**src/rtl/ems_pkg.sv**
```systemverilog
package ems_pkg;
  localparam int LANES    = 4;
  localparam int BYTE_W   = 8;
  localparam int DATA_W   = LANES * BYTE_W;
  localparam int LEN_W    = 4;
  localparam int WAIT_MIN = 4;
  localparam int LANE_W   = $clog2(LANES);

  typedef enum logic {ST_IDLE, ST_ACC} seq_st_t;

  function automatic logic even_par(input logic [BYTE_W-1:0] b);
    return ^b;
  endfunction

  // effective access length: zero counts as one, wait areas need WAIT_MIN
  function automatic logic [LEN_W-1:0] eff_len(input logic [LEN_W-1:0] len,
                                               input logic wait_on);
    logic [LEN_W-1:0] l;
    l = (len == '0) ? LEN_W'(1) : len;
    if (wait_on && (l < LEN_W'(WAIT_MIN))) l = LEN_W'(WAIT_MIN);
    return l;
  endfunction

  function automatic logic [LANE_W-1:0] first_lane(input logic [LANES-1:0] m);
    logic [LANE_W-1:0] r;
    r = '0;
    for (int i = LANES - 1; i >= 0; i--) if (m[i]) r = LANE_W'(i);
    return r;
  endfunction
endpackage

```
**src/rtl/ems_sync.sv**
```systemverilog
module ems_sync (
  input  logic clk,
  input  logic rst_n,
  input  logic d,
  output logic q
);
  logic s1;
  always_ff @(posedge clk or negedge rst_n) begin
    if (!rst_n) begin
      s1 <= 1'b0;
      q  <= 1'b0;
    end else begin
      s1 <= d;
      q  <= s1;
    end
  end
endmodule

```
**src/rtl/ems_parity.sv**
```systemverilog
module ems_parity
  import ems_pkg::*;
(
  input  logic [DATA_W-1:0] wdata,
  input  logic [DATA_W-1:0] rdata,
  input  logic [LANES-1:0]  rpar,
  output logic [LANES-1:0]  wpar,
  output logic [LANES-1:0]  mism
);
  for (genvar g = 0; g < LANES; g++) begin : g_lane
    assign wpar[g] = even_par(wdata[g*BYTE_W +: BYTE_W]);
    assign mism[g] = even_par(rdata[g*BYTE_W +: BYTE_W]) ^ rpar[g];
  end
endmodule

```
**src/rtl/ext_mem_seq.sv**
```systemverilog
module ext_mem_seq
  import ems_pkg::*;
#(
  parameter int AW        = 24,
  parameter int NUM_AREAS = 3,
  parameter int WAIT_AREA = 2,
  parameter int AREA_W    = $clog2(NUM_AREAS)
) (
  input  logic                 clk,
  input  logic                 rst_n,
  input  logic                 req_valid,
  input  logic                 req_write,
  input  logic [AREA_W-1:0]    req_area,
  input  logic [AW-1:0]        req_addr,
  input  logic [DATA_W-1:0]    req_wdata,
  input  logic [LANES-1:0]     req_be,
  output logic                 ack,
  output logic [DATA_W-1:0]    rd_data,
  input  logic [NUM_AREAS-1:0] cfg_par_dis,
  input  logic [NUM_AREAS-1:0] cfg_byte_mode,
  input  logic                 cfg_wait_dis,
  input  logic                 cfg_wait_pol,
  input  logic                 cfg_int_mask,
  input  logic [LEN_W-1:0]     cfg_acc_len,
  output logic [NUM_AREAS-1:0] mem_cs,
  output logic [AW-1:0]        mem_addr,
  output logic                 mem_oe,
  output logic                 mem_we,
  output logic [LANES-1:0]     mem_bwe,
  output logic [DATA_W-1:0]    mem_wdata,
  output logic [LANES-1:0]     mem_wpar,
  input  logic [DATA_W-1:0]    mem_rdata,
  input  logic [LANES-1:0]     mem_rpar,
  input  logic                 wait_pin,
  output logic                 irq_out,
  output logic                 cfg_err,
  output logic                 par_err,
  output logic [LANE_W-1:0]    par_err_lane
);
  seq_st_t             st;
  logic [AREA_W-1:0]   area_q;
  logic                wr_q;
  logic [AW-1:0]       addr_q;
  logic [DATA_W-1:0]   wdata_q;
  logic [LANES-1:0]    be_q;
  logic [LEN_W-1:0]    cnt;

  // named internal events
  logic                busy, accept, wait_sync, wait_act, wait_area;
  logic                wait_window, wait_hold, last, phase2, bmode, par_on;
  logic [LEN_W-1:0]    len_eff;
  logic [LANES-1:0]    wpar_raw, mism;

  ems_sync u_sync (.clk(clk), .rst_n(rst_n), .d(wait_pin), .q(wait_sync));

  ems_parity u_par (
    .wdata(wdata_q), .rdata(mem_rdata), .rpar(mem_rpar),
    .wpar(wpar_raw), .mism(mism)
  );

  assign busy        = (st == ST_ACC);
  assign accept      = !busy && req_valid && (int'(req_area) < NUM_AREAS);
  assign wait_act    = cfg_wait_pol ? wait_sync : !wait_sync;
  assign wait_area   = busy && (area_q == AREA_W'(WAIT_AREA)) && !cfg_wait_dis;
  assign len_eff     = eff_len(cfg_acc_len, wait_area);
  assign wait_window = (cnt >= LEN_W'(WAIT_MIN));
  assign wait_hold   = wait_area && wait_window && wait_act;
  assign last        = busy && (cnt >= len_eff) && !wait_hold;
  assign phase2      = busy && (cnt >= LEN_W'(2));
  assign bmode       = cfg_byte_mode[area_q];
  assign par_on      = !cfg_par_dis[area_q];

  always_ff @(posedge clk or negedge rst_n) begin
    if (!rst_n) begin
      st      <= ST_IDLE;
      area_q  <= '0;
      wr_q    <= 1'b0;
      addr_q  <= '0;
      wdata_q <= '0;
      be_q    <= '0;
      cnt     <= '0;
    end else if (accept) begin
      st      <= ST_ACC;
      area_q  <= req_area;
      wr_q    <= req_write;
      addr_q  <= req_addr;
      wdata_q <= req_wdata;
      be_q    <= req_be;
      cnt     <= LEN_W'(1);
    end else if (busy) begin
      if (last) st <= ST_IDLE;
      else if (cnt != '1) cnt <= cnt + LEN_W'(1);
    end
  end

  for (genvar g = 0; g < NUM_AREAS; g++) begin : g_cs
    assign mem_cs[g] = busy && (area_q == AREA_W'(g));
  end

  always_comb begin
    mem_bwe = '0;
    if (busy && wr_q) begin
      if (!bmode)      mem_bwe = be_q;
      else if (phase2) mem_bwe = be_q;
    end
  end

  assign mem_addr     = addr_q;
  assign mem_wdata    = wdata_q;
  assign mem_oe       = phase2 && !wr_q;
  assign mem_we       = phase2 && wr_q && !bmode;
  assign mem_wpar     = (busy && par_on) ? wpar_raw : '0;
  assign ack          = last;
  assign rd_data      = (last && !wr_q) ? mem_rdata : '0;
  assign par_err      = last && !wr_q && par_on && (|mism);
  assign par_err_lane = par_err ? first_lane(mism) : '0;
  assign irq_out      = wait_act && !cfg_int_mask;
  assign cfg_err      = !cfg_wait_dis && (cfg_acc_len < LEN_W'(WAIT_MIN));

  // assertions
  assert_ack_single_R1: assert property (@(posedge clk) disable iff (!rst_n)
    ack |=> !ack);
  assert_cs_onehot_R1: assert property (@(posedge clk) disable iff (!rst_n)
    $onehot0(mem_cs));
  assert_setup_cycle_R3: assert property (@(posedge clk) disable iff (!rst_n)
    accept |=> (!mem_we && !mem_oe));
  assert_bwe_in_access_R4: assert property (@(posedge clk) disable iff (!rst_n)
    (|mem_bwe) |-> (|mem_cs));
  assert_wait_stretch_R7: assert property (@(posedge clk) disable iff (!rst_n)
    wait_hold |=> (|mem_cs));
  assert_min_len_R8: assert property (@(posedge clk) disable iff (!rst_n)
    (ack && wait_area) |-> (cnt >= LEN_W'(WAIT_MIN)));
  assert_perr_on_read_R11: assert property (@(posedge clk) disable iff (!rst_n)
    par_err |-> (ack && !wr_q));
endmodule

```
**config.mk**
```make
export PLATFORM = sky130hd
export DESIGN_NAME = ext_mem_seq
export DESIGN_NICKNAME = d
export VERILOG_FILES = /design/src/rtl/ems_pkg.sv /design/src/rtl/ems_sync.sv /design/src/rtl/ems_parity.sv /design/src/rtl/ext_mem_seq.sv
export SDC_FILE = /design/constraint.sdc
export NUM_CORES = 1
export LEC_CHECK = 0
export ABC_CLOCK_PERIOD_IN_PS = 2930
export BUFFER_PORTS_ARGS = -buffer_cell sky130_fd_sc_hd__buf_2
export CORE_MARGIN = 2
export CORE_UTILIZATION = 41
export DETAILED_ROUTE_END_ITERATION = 8
export PLACE_DENSITY = 0.81
export SKIP_CTS_REPAIR_TIMING = 1
export SLEW_MARGIN = 20
export SYNTH_ARGS = -nofsm -noshare
export SYNTH_HDL_FRONTEND = slang
export SYNTH_HIERARCHICAL = 1
export SYNTH_SLANG_ARGS = --single-unit
```
**constraint.sdc**
```tcl
create_clock -name clk -period 2.93 [get_ports clk]
set_input_delay 0.4395 -clock clk [delete_from_list [all_inputs] [get_ports clk]]
set_output_delay 0.4395 -clock clk [all_outputs]
set_load 0.005 [all_outputs]
```
==> results.toml, run 1 <==
[outcome]
status = "finished clean"

[logic_synthesis]
ys.flop_type = "sky130_fd_sc_hd__dfrtp_1"
synth_nets = 437
postSynthAreaPerCell_um2 = 12.71
synthDistinctLibCells = 45
sequential_cell_area_fraction_in_the_yosys_report_pct = 43.60
post_synth_instance_area_um2 = 4018
synth-edff-count = 0
synthArstFlopShare_pct = 100.0
instance_count_of_the_mapped_netlist = 316
yosysWarnings = 6
number_of_storage_elements_in_the_synthesis_netlist = 70

[timing]
tns_ns = 0
timing.final.max_slew_violations = 0
fmax_mhz = 344.6
layout_min_cycle_time_ns = 2.902
min_period_over_period_pct = 99.06
worstMarginPinSlew_ns = 0.6604
finalHoldViolCount = 0
finalSetupViolCount = 0
rsz_0062_raised_after_global_routing = "true"
post_layout_worst_setup_margin_ns = 0.02769
final.setup_skew_ns = 0.005007
relSlewSlack_pct = 55.88
finalHoldWorstSlack_ns = 0.05784

[setup_path]
worstSetupPathType = "reg -> out"
worstPathMaxFanout = 6
critical_path_arrival_ns = 2.46
cp_data_required_time_ns = 2.49
worst_setup_path_end_kind = "output port"
critical_path.max_stage_delay_ns = 0.41
worst_path_max_delay_cell = "sky130_fd_sc_hd__dfrtp_1"
cp-start-kind = "register"
timing.critical_path.cells = "nor2b_4, and3_4, nor2_1, ha_1, o211ai_1, nor2_4, o221ai_4, nor4b_2, buf_2"

[drt]
route.detailed.vias_per_inst = 4.914
route.detailed.wl_per_inst_um = 15.80
drt_drc_violations_left = 0
final_antenna_net_count = 0
num_vias = 3386
number_of_iterations_in_the_first_detailed_routing_pass = 4
drt_first_iter_violations = 95
routed_wl_um = 10890

[global_route]
grt_usage_pct = 17.48
overflow = 0
grt_pass1_vias = 3182
wire_length_of_the_first_global_routing_pass_um = 14320
grt_max_degree = 45
number_of_antenna_violations_at_the_first_check_in_global_routing = 0

[pwr]
cellPowerDensity_nw_per_um2 = 988.3
static-leakage-power_nw = 2.857
vdd_drop_max_uv = 596.9

[cells_and_area]
post_route_cells_drive_above_1_share_pct = 66.01
mostFrequentLayoutCell = "sky130_fd_sc_hd__buf_2"
nets = 674
diodes = 0
area_growth_syn_to_layout_pct = 45.06
fillers = 821
final_cell_mix = "sky130_fd_sc_hd__buf_2, sky130_fd_sc_hd__dfrtp_1, sky130_fd_sc_hd__mux2_2"

[placement]
hpwl_um = 7793
dpl_worst_slack_ns = -0.03036
globalplace.congestion = 0.8195
placement.io_buffers = 222

[clock_tree]
numCtsBuffers = 9
clk-insertion-delay-late_ns = 0.33
clk_root_buffer_cell = "sky130_fd_sc_hd__clkbuf_8"
cts_tree = "done"
clock_sink_count = 70
clk_transition_reported_paths_ns = 0.07
cts_buffer_depth = 2
ctsHtreeMaxLevel = 3

[floorplan]
fp.dieW_um = 103.0
floorplan.die_area_um2 = 10610
io_pins = 223
row_count = 36
floorplan.initialDensity_pct = 41.68
die_height_um = 103.0
core_area_um2 = 9639

[min_path]
hold_path_class = "in -> async"

[job]
max_cap_viol_count = 0
final cells by class:
cell class                      count  area [um^2]  share of cell area, %
Clock buffer                       13        158.9                  2.726
Clock inverter                      1        30.03                 0.5152
Inverter                            5        18.77                 0.3220
Multi-Input combinational cell    232         2293                  39.35
Sequential cell                    70         1752                  30.06
Tap cell                          133        166.4                  2.855
Timing Repair Buffer              235         1409                  24.17
power breakdown:
group          total, mW  internal, mW  leakage, nW  switching (mW)
registers           1.81          1.45        0.826           0.365
clock network      0.767         0.432       0.0956           0.336
logic               3.18          1.85         1.93            1.33
total               5.76          3.73         2.86            2.03
kinds of logic (layout without fill, tap and decap cells):
family                     count (synthesis)  in the layout  synth area share (%)
and+or+nand+nor                           77             77                 13.70
buffers and inverters                     17            254                 2.834
xor gates and xnor gates                  57             57                 14.73
adders and majority gates                  5              5                 1.557
DFF                                       70             70                 43.60
muxes                                     66             66                 18.44
AOI/OAI and AO/OA                         24             27                 5.138
flip-flops by register name, indices dropped and copies added (netlist names):
register,flops
be_q,4
u_sync/s1,1
area_q,2
cnt,4
wr_q,1
mem_wdata,32
u_sync/q,1
busy,1
mem_addr,24
cell usage after synthesis (all sizes together), types with 4 or more instances:
library cell / number / area, um^2
inv: 5 / 18.77
mux2: 64 / 720.7
xor2: 9 / 86.34
nor3: 4 / 20.02
a21oi: 6 / 30.03
xnor2: 44 / 415.4
ha: 5 / 62.56
and2: 37 / 306.5
xnor3: 4 / 90.09
dfrtp: 70 / 1752
nor2b: 6 / 37.54
and3: 7 / 43.79
buf: 12 / 95.09
nand2: 5 / 18.77
nor2: 9 / 33.78
path summary, 6_finish.rpt:
path	startpoint	to	slack, ns	cells past startpoint
max	area_q[0]$_DFFE_PN0P_	par_err_lane[0]	0.03	9
min	rst_n	mem_addr[8]$_DFFE_PN0P_	0.06	1
max reg2reg	area_q[0]$_DFFE_PN0P_	cnt[2]$_DFFE_PN0P_	0.64	9
min reg2reg	u_sync/s1$_DFF_PN0_	u_sync/q$_DFF_PN0_	0.36	0
max in group asynchronous	rst_n	mem_wdata[12]$_DFFE_PN0P_	2.05	2
min in group clk	wait_pin	u_sync/s1$_DFF_PN0_	0.22	1
metal layers:
metal / vias to the layer above / share of wire [%] / GRT usage, %
met3: 16 / 8.8 / 5.085
met5: - / 0 / 0
met1: 1631 / 37 / 19.88
met2: 157 / 53 / 31.07
li1: 1582 / - / -
met4: 0 / 1.6 / 6.478
stage by stage:
step	power [mW]	area, um^2	util (%)	cells
4_1_cts	5.557	5472	56.76	683
6_report	5.760	5828	60.46	689
5_1_grt	6.216	5828	60.46	689
3_3_place_gp	4.672	5283	54.80	669
2_1_floorplan	3.721	4018	-	316
3_5_place_dp	4.773	5283	54.80	669
worst max-delay path: cells and delay by family, from the launching register on:
kind            cells  cell delay [ns]
simple gates        5             0.97
flops               1             0.41
compound gates      2             0.32
buf+inv             1             0.16
fa+ha+maj           1             0.28
No activity file was read; power rests on OpenSTA's default activity.
==> run 2, diff against run 1 <==
Settings changed: CORE_MARGIN 2 to 8, PLACE_DENSITY 0.81 to 0.82, SYNTH_HIERARCHICAL 1 to default.
==> results.toml, run 2 <==
[pwr]
power.total_mw = 5.573
static-leakage-power_nw = 3.090
p_int_mw = 3.406
cellPowerDensity_nw_per_um2 = 1029
vdd_drop_max_uv = 589.6
clock_power_share_pct = 17.0
pwr-share-seq_pct = 31.7
switchingPower_mw = 2.168
power.combinational.fraction_pct = 51.2
power_switching_share_pct = 38.89

[drt]
final_antenna_net_count = 0
drt_first_iter_violations = 177
num_vias = 3732
routed_wl_um = 12170
drt_drc_violations_left = 0
route.detailed.wl_per_inst_um = 15.32
number_of_iterations_in_the_first_detailed_routing_pass = 4
route.detailed.vias_per_inst = 4.700

[floorplan]
die_height_um = 112
row_count = 35
floorplan.die_area_um2 = 12540
core_area_um2 = 9109
fp.dieW_um = 112
floorplan.initialDensity_pct = 41.48
io_pins = 223

[logic_synthesis]
synthDominantCellAreaShare_pct = 46.36
synth-edff-count = 0
post_synth_instance_area_um2 = 3779
netlist_top_cells_area = "sky130_fd_sc_hd__dfrtp_1, sky130_fd_sc_hd__nand2_1, sky130_fd_sc_hd__xnor2_1"
sequential_cell_area_fraction_in_the_yosys_report_pct = 46.36
number_of_storage_elements_in_the_synthesis_netlist = 70
postSynthAreaPerCell_um2 = 8.378
synth.cells.most_frequent = "sky130_fd_sc_hd__nand2_1, sky130_fd_sc_hd__dfrtp_1, sky130_fd_sc_hd__xnor2_1"
synth.most_common_cell = "sky130_fd_sc_hd__nand2_1"
synthDistinctLibCells = 35
post-synth-top-area-cell = "sky130_fd_sc_hd__dfrtp_1"
synth_nets = 572
ys.flop_type = "sky130_fd_sc_hd__dfrtp_1"
instance_count_of_the_mapped_netlist = 451
synthArstFlopShare_pct = 100.0
yosysWarnings = 0

[timing]
timing.final.max_slew_violations = 0
worstMarginPinSlew_ns = 0.7663
finalHoldViolCount = 0
finalSetupViolCount = 35
layout_min_cycle_time_ns = 3.023
rsz_0062_raised_after_global_routing = "true"
final.setup_skew_ns = 0.01171
post_layout_worst_setup_margin_ns = -0.09349
finalHoldWorstSlack_ns = 0.1583
min_period_over_period_pct = 103.2
relSlewSlack_pct = 48.80
fmax_mhz = 330.7

[setup_path]
cp-start-kind = "register"
cpMostUsedCell = "sky130_fd_sc_hd__nor3_4"
worstPathMaxFanout = 4
cp_data_required_time_ns = 2.49
worst_setup_path_end_kind = "output port"
worst_path_max_delay_cell = "sky130_fd_sc_hd__dfrtp_1"
critical_path.max_stage_delay_ns = 0.39
critical_path_arrival_ns = 2.58
timing.critical_path.cells = "inv_4, nor3_4, and2_4, nor2_1, ha_1, nand2b_4, a21oi_2, o21a_1, nor3_4, buf_4, nand2_2, nor4_1, buf_2"
worstSetupPathType = "reg -> out"

[outcome]
status = "finished with violations"
failed_checks = "negative setup slack"

[min_path]
hold_path_class = "in -> async"

[cells_and_area]
post_route_cells_drive_above_1_share_pct = 39.39
largest_register_ffs = 32
area_growth_syn_to_layout_pct = 43.34
nets = 799
diodes = 0
final_area_um2 = 5416
mostFrequentLayoutCell = "sky130_fd_sc_hd__buf_2"
final_cell_mix = "sky130_fd_sc_hd__buf_2, sky130_fd_sc_hd__nand2_1, sky130_fd_sc_hd__dfrtp_1"

[global_route]
wire_length_of_the_first_global_routing_pass_um = 19420
grt_pass1_vias = 3904
number_of_antenna_violations_at_the_first_check_in_global_routing = 0
grt_usage_pct = 18.97
grt_max_degree = 39
overflow = 0

[job]
max_cap_viol_count = 0

[clock_tree]
clk_root_buffer_cell = "sky130_fd_sc_hd__clkbuf_8"
cts_tree = "done"
clk_transition_reported_paths_ns = 0.08
ctsHtreeMaxLevel = 3
clock_sink_count = 70
numCtsBuffers = 9
clk-insertion-delay-late_ns = 0.35
cts_buffer_depth = 2

[placement]
dpl_worst_slack_ns = 0.1443
placement.io_buffers = 222
placement_cell_area_um2 = 5047
globalplace.congestion = 0.9282
hpwl_um = 9501
[run 2: cell families after synthesis]
logic type	share of synthesized area, %
AOI/OAI and AO/OA	3.213
xor gates and xnor gates	14.37
adders and majority gates	1.656
buffers and inverters	2.980
DFF	46.36
muxes	0.7947
and+or+nand+nor	30.63
[run 2: final cells by class]
| type | count | area, um^2 |
|---|---|---|
| flip-flops and latches | 70 | 1752 |
| clock inverters | 7 | 121.4 |
| multi-input cells | 357 | 1966 |
| clock buffers | 9 | 123.9 |
| repair buffers | 235 | 1294 |
| fillers | 795 | 3692 |
| inverters | 5 | 21.27 |
| well taps | 111 | 138.9 |
[run 2: critical path: cells and delay by family (launching register included)]
family                     cells  cell delay (ns)
DFF                            1             0.39
AOI/OAI and AO/OA              2             0.25
adders and majority gates      1             0.27
buffers and inverters          3             0.37
and+or+nand+nor                7             0.97
[run 2: through the flow]
step / instances / setup TNS (ns) / utilization (%)
floorplan: 451 / 0 / -
global placement: 773 / 0 / 55.41
detailed placement: 773 / 0 / 55.41
CTS: 789 / -4.783 / 58.10
global route: 794 / -5.568 / 59.46
finish: 794 / -1.655 / 59.46
[run 2: layer usage]
layer  wire [um]  vias up  global-route usage, %  share of wire (%)
met5           0        -                      0                  0
met4         204        0                  6.745                1.7
met3        1167       17                  7.143                9.6
met2        6112      181                  33.36                 50
met1        4683     1692                  20.43                 38
li1            -     1842                      -                  -
[run 2: final timing paths]
kind | start | endpoint | cells past startpoint | slack [ns]
setup / recovery | area_q[1]$_DFFE_PN0P_ | par_err_lane[1] | 13 | -0.09
hold / removal | rst_n | mem_addr[1]$_DFFE_PN0P_ | 1 | 0.16
setup reg to reg | area_q[1]$_DFFE_PN0P_ | cnt[3]$_DFFE_PN0P_ | 11 | 0.63
hold reg to reg | u_sync.s1$_DFF_PN0_ | u_sync.q$_DFF_PN0_ | 0 | 0.37
max in group asynchronous | rst_n | mem_wdata[23]$_DFFE_PN0P_ | 2 | 2.10
min in group clk | wait_pin | u_sync.s1$_DFF_PN0_ | 1 | 0.21
[run 2: power groups by stage]
stage                     Sequential, mW  Clock (mW)  Combinational (mW)
after detailed placement            1.78           0                2.75
after floorplan                     1.77           0                1.62
after global routing                1.84        1.01                3.20
after CTS                           1.77       0.976                2.77
final                               1.77       0.950                2.85
after global placement              1.75           0                2.67
==> run 3, diff against run 2 <==
Settings changed: TNS_END_PERCENT from default to 20.
==> results.toml, run 3 (synthesized netlist as in run 2, its figures left out) <==
[setup_path]
worst_setup_path_end_kind = "output port"
worstSetupPathType = "reg -> out"
cp_endpoint = "par_err_lane[1]"
critical_path.max_stage_delay_ns = 0.39
setup.reg_to_reg.worst_slack_ns = 0.63
timing.critical_path.cells = "inv_4, nor3_4, and2_4, nor2_1, ha_1, nand2b_4, a21oi_2, o21a_1, nor3_4, buf_4, nand2_2, nor4_1, buf_2"
worstPathMaxFanout = 4
rr_worst_depth = 11
critical_path_arrival_ns = 2.58
cp-start-kind = "register"
r2r_end = "cnt[3]$_DFFE_PN0P_"
cp_data_required_time_ns = 2.49
timing.rr.start = "area_q[1]$_DFFE_PN0P_"
setup_crit_start = "area_q[1]$_DFFE_PN0P_"
cpMostUsedCell = "sky130_fd_sc_hd__nor3_4"
worst_path_max_delay_cell = "sky130_fd_sc_hd__dfrtp_1"

[clock_tree]
cts_buffer_depth = 2
cts_tree = "done"
clock_sink_count = 70
clk_transition_reported_paths_ns = 0.08
numCtsBuffers = 9
clk-insertion-delay-late_ns = 0.35
ctsHtreeMaxLevel = 3
clk_root_buffer_cell = "sky130_fd_sc_hd__clkbuf_8"

[cells_and_area]
fillers = 795
finish.utilization_pct = 59.46
post_route_cells_drive_above_1_share_pct = 39.39
largest_register_ffs = 32
mostFrequentLayoutCell = "sky130_fd_sc_hd__buf_2"
area_growth_syn_to_layout_pct = 43.34
final_area_um2 = 5416
final_cell_mix = "sky130_fd_sc_hd__buf_2, sky130_fd_sc_hd__nand2_1, sky130_fd_sc_hd__dfrtp_1"
diodes = 0
nets = 799

[pwr]
static-leakage-power_nw = 3.090
power.total_mw = 5.573
vdd_drop_max_uv = 589.6
cellPowerDensity_nw_per_um2 = 1029

[drt]
final_antenna_net_count = 0
routed_wl_um = 12170
number_of_iterations_in_the_first_detailed_routing_pass = 4
route.detailed.wl_per_inst_um = 15.33
drt_drc_violations_left = 0
route.detailed.vias_per_inst = 4.700
num_vias = 3732
drt_first_iter_violations = 187

[timing]
finalSetupViolCount = 35
worstMarginPinSlew_ns = 0.7607
finalHoldWorstSlack_ns = 0.1587
fmax_mhz = 330.7
final.setup_skew_ns = 0.01171
layout_min_cycle_time_ns = 3.024
min_period_over_period_pct = 103.2
post_layout_worst_setup_margin_ns = -0.09378
relSlewSlack_pct = 49.17
timing.final.max_slew_violations = 0
rsz_0062_raised_after_global_routing = "true"
finalHoldViolCount = 0

[floorplan]
row_count = 35
floorplan.die_area_um2 = 12540
fp.dieW_um = 112
core_area_um2 = 9109
floorplan.initialDensity_pct = 41.48
io_pins = 223
die_height_um = 112

[global_route]
grt_usage_pct = 18.97
number_of_antenna_violations_at_the_first_check_in_global_routing = 0
grt_max_degree = 39
overflow = 0
wire_length_of_the_first_global_routing_pass_um = 19420
grt_pass1_vias = 3904

[placement]
placement.io_buffers = 222
placement_cell_area_um2 = 5047
globalplace.congestion = 0.9282
hpwl_um = 9501
dpl_worst_slack_ns = 0.1443

[outcome]
failed_checks = "negative setup slack"
status = "finished with violations"

[min_path]
hold_path_class = "in -> async"

[job]
max_cap_viol_count = 0
==> run 3: cell counts in the layout (fill, tap and decap cells not counted) <==
Identical to the previous run, type by type.
==> run 3: metrics by stage <==
step,setup TNS [ns],cells
after global routing,-5.568,794
final,-1.676,794
after floorplan,0,451
after global placement,0,773
after CTS,-4.783,789
after detailed placement,0,773
==> run 3: power breakdown <==
group	switching, mW	total (mW)	internal [mW]
Combinational	1.43	2.85	1.42
Clock	0.381	0.950	0.570
Sequential	0.355	1.77	1.41
Total	2.17	5.57	3.41
==> run 3: area by class of cell <==
| cell class | count | area, um^2 | share of cell area (%) |
|---|---|---|---|
| multi-input combinational | 357 | 1966 | 36.29 |
| sequential | 70 | 1752 | 32.34 |
| timing repair buffer | 235 | 1294 | 23.89 |
| tap | 111 | 138.9 | 2.564 |
| clock buffer | 9 | 123.9 | 2.287 |
| clock inverter | 7 | 121.4 | 2.241 |
| inverter | 5 | 21.27 | 0.3927 |
==> run 3: per-layer routing <==
metal / wire length (um) / vias up / GRT usage [%]
met1: 4699 / 1693 / 20.43
met4: 204 / 0 / 6.745
li1: - / 1843 / -
met5: 0 / - / 0
met2: 6111 / 179 / 33.36
met3: 1158 / 17 / 7.143
==> run 3: worst max-delay path: cells and delay by family, from the launching register on <==
| family | cells | cell delay, ns |
|---|---|---|
| buf+inv | 3 | 0.37 |
| fa+ha+maj | 1 | 0.27 |
| simple gates | 7 | 0.97 |
| flops | 1 | 0.39 |
| compound gates | 2 | 0.25 |
==> run 3: worst min path at each step <==
stage / from / end / slack [ns] / cells past startpoint
final: rst_n / mem_addr[1]$_DFFE_PN0P_ / 0.16 / 1
after global placement: u_sync.s1$_DFF_PN0_ / u_sync.q$_DFF_PN0_ / 0.33 / 0
after CTS: rst_n / mem_addr[1]$_DFFE_PN0P_ / 0.17 / 1
after global routing: wait_pin / u_sync.s1$_DFF_PN0_ / 0.19 / 1
after floorplan: rst_n / area_q[0]$_DFFE_PN0P_ / 0.14 / 0
after detailed placement: u_sync.s1$_DFF_PN0_ / u_sync.q$_DFF_PN0_ / 0.36 / 0
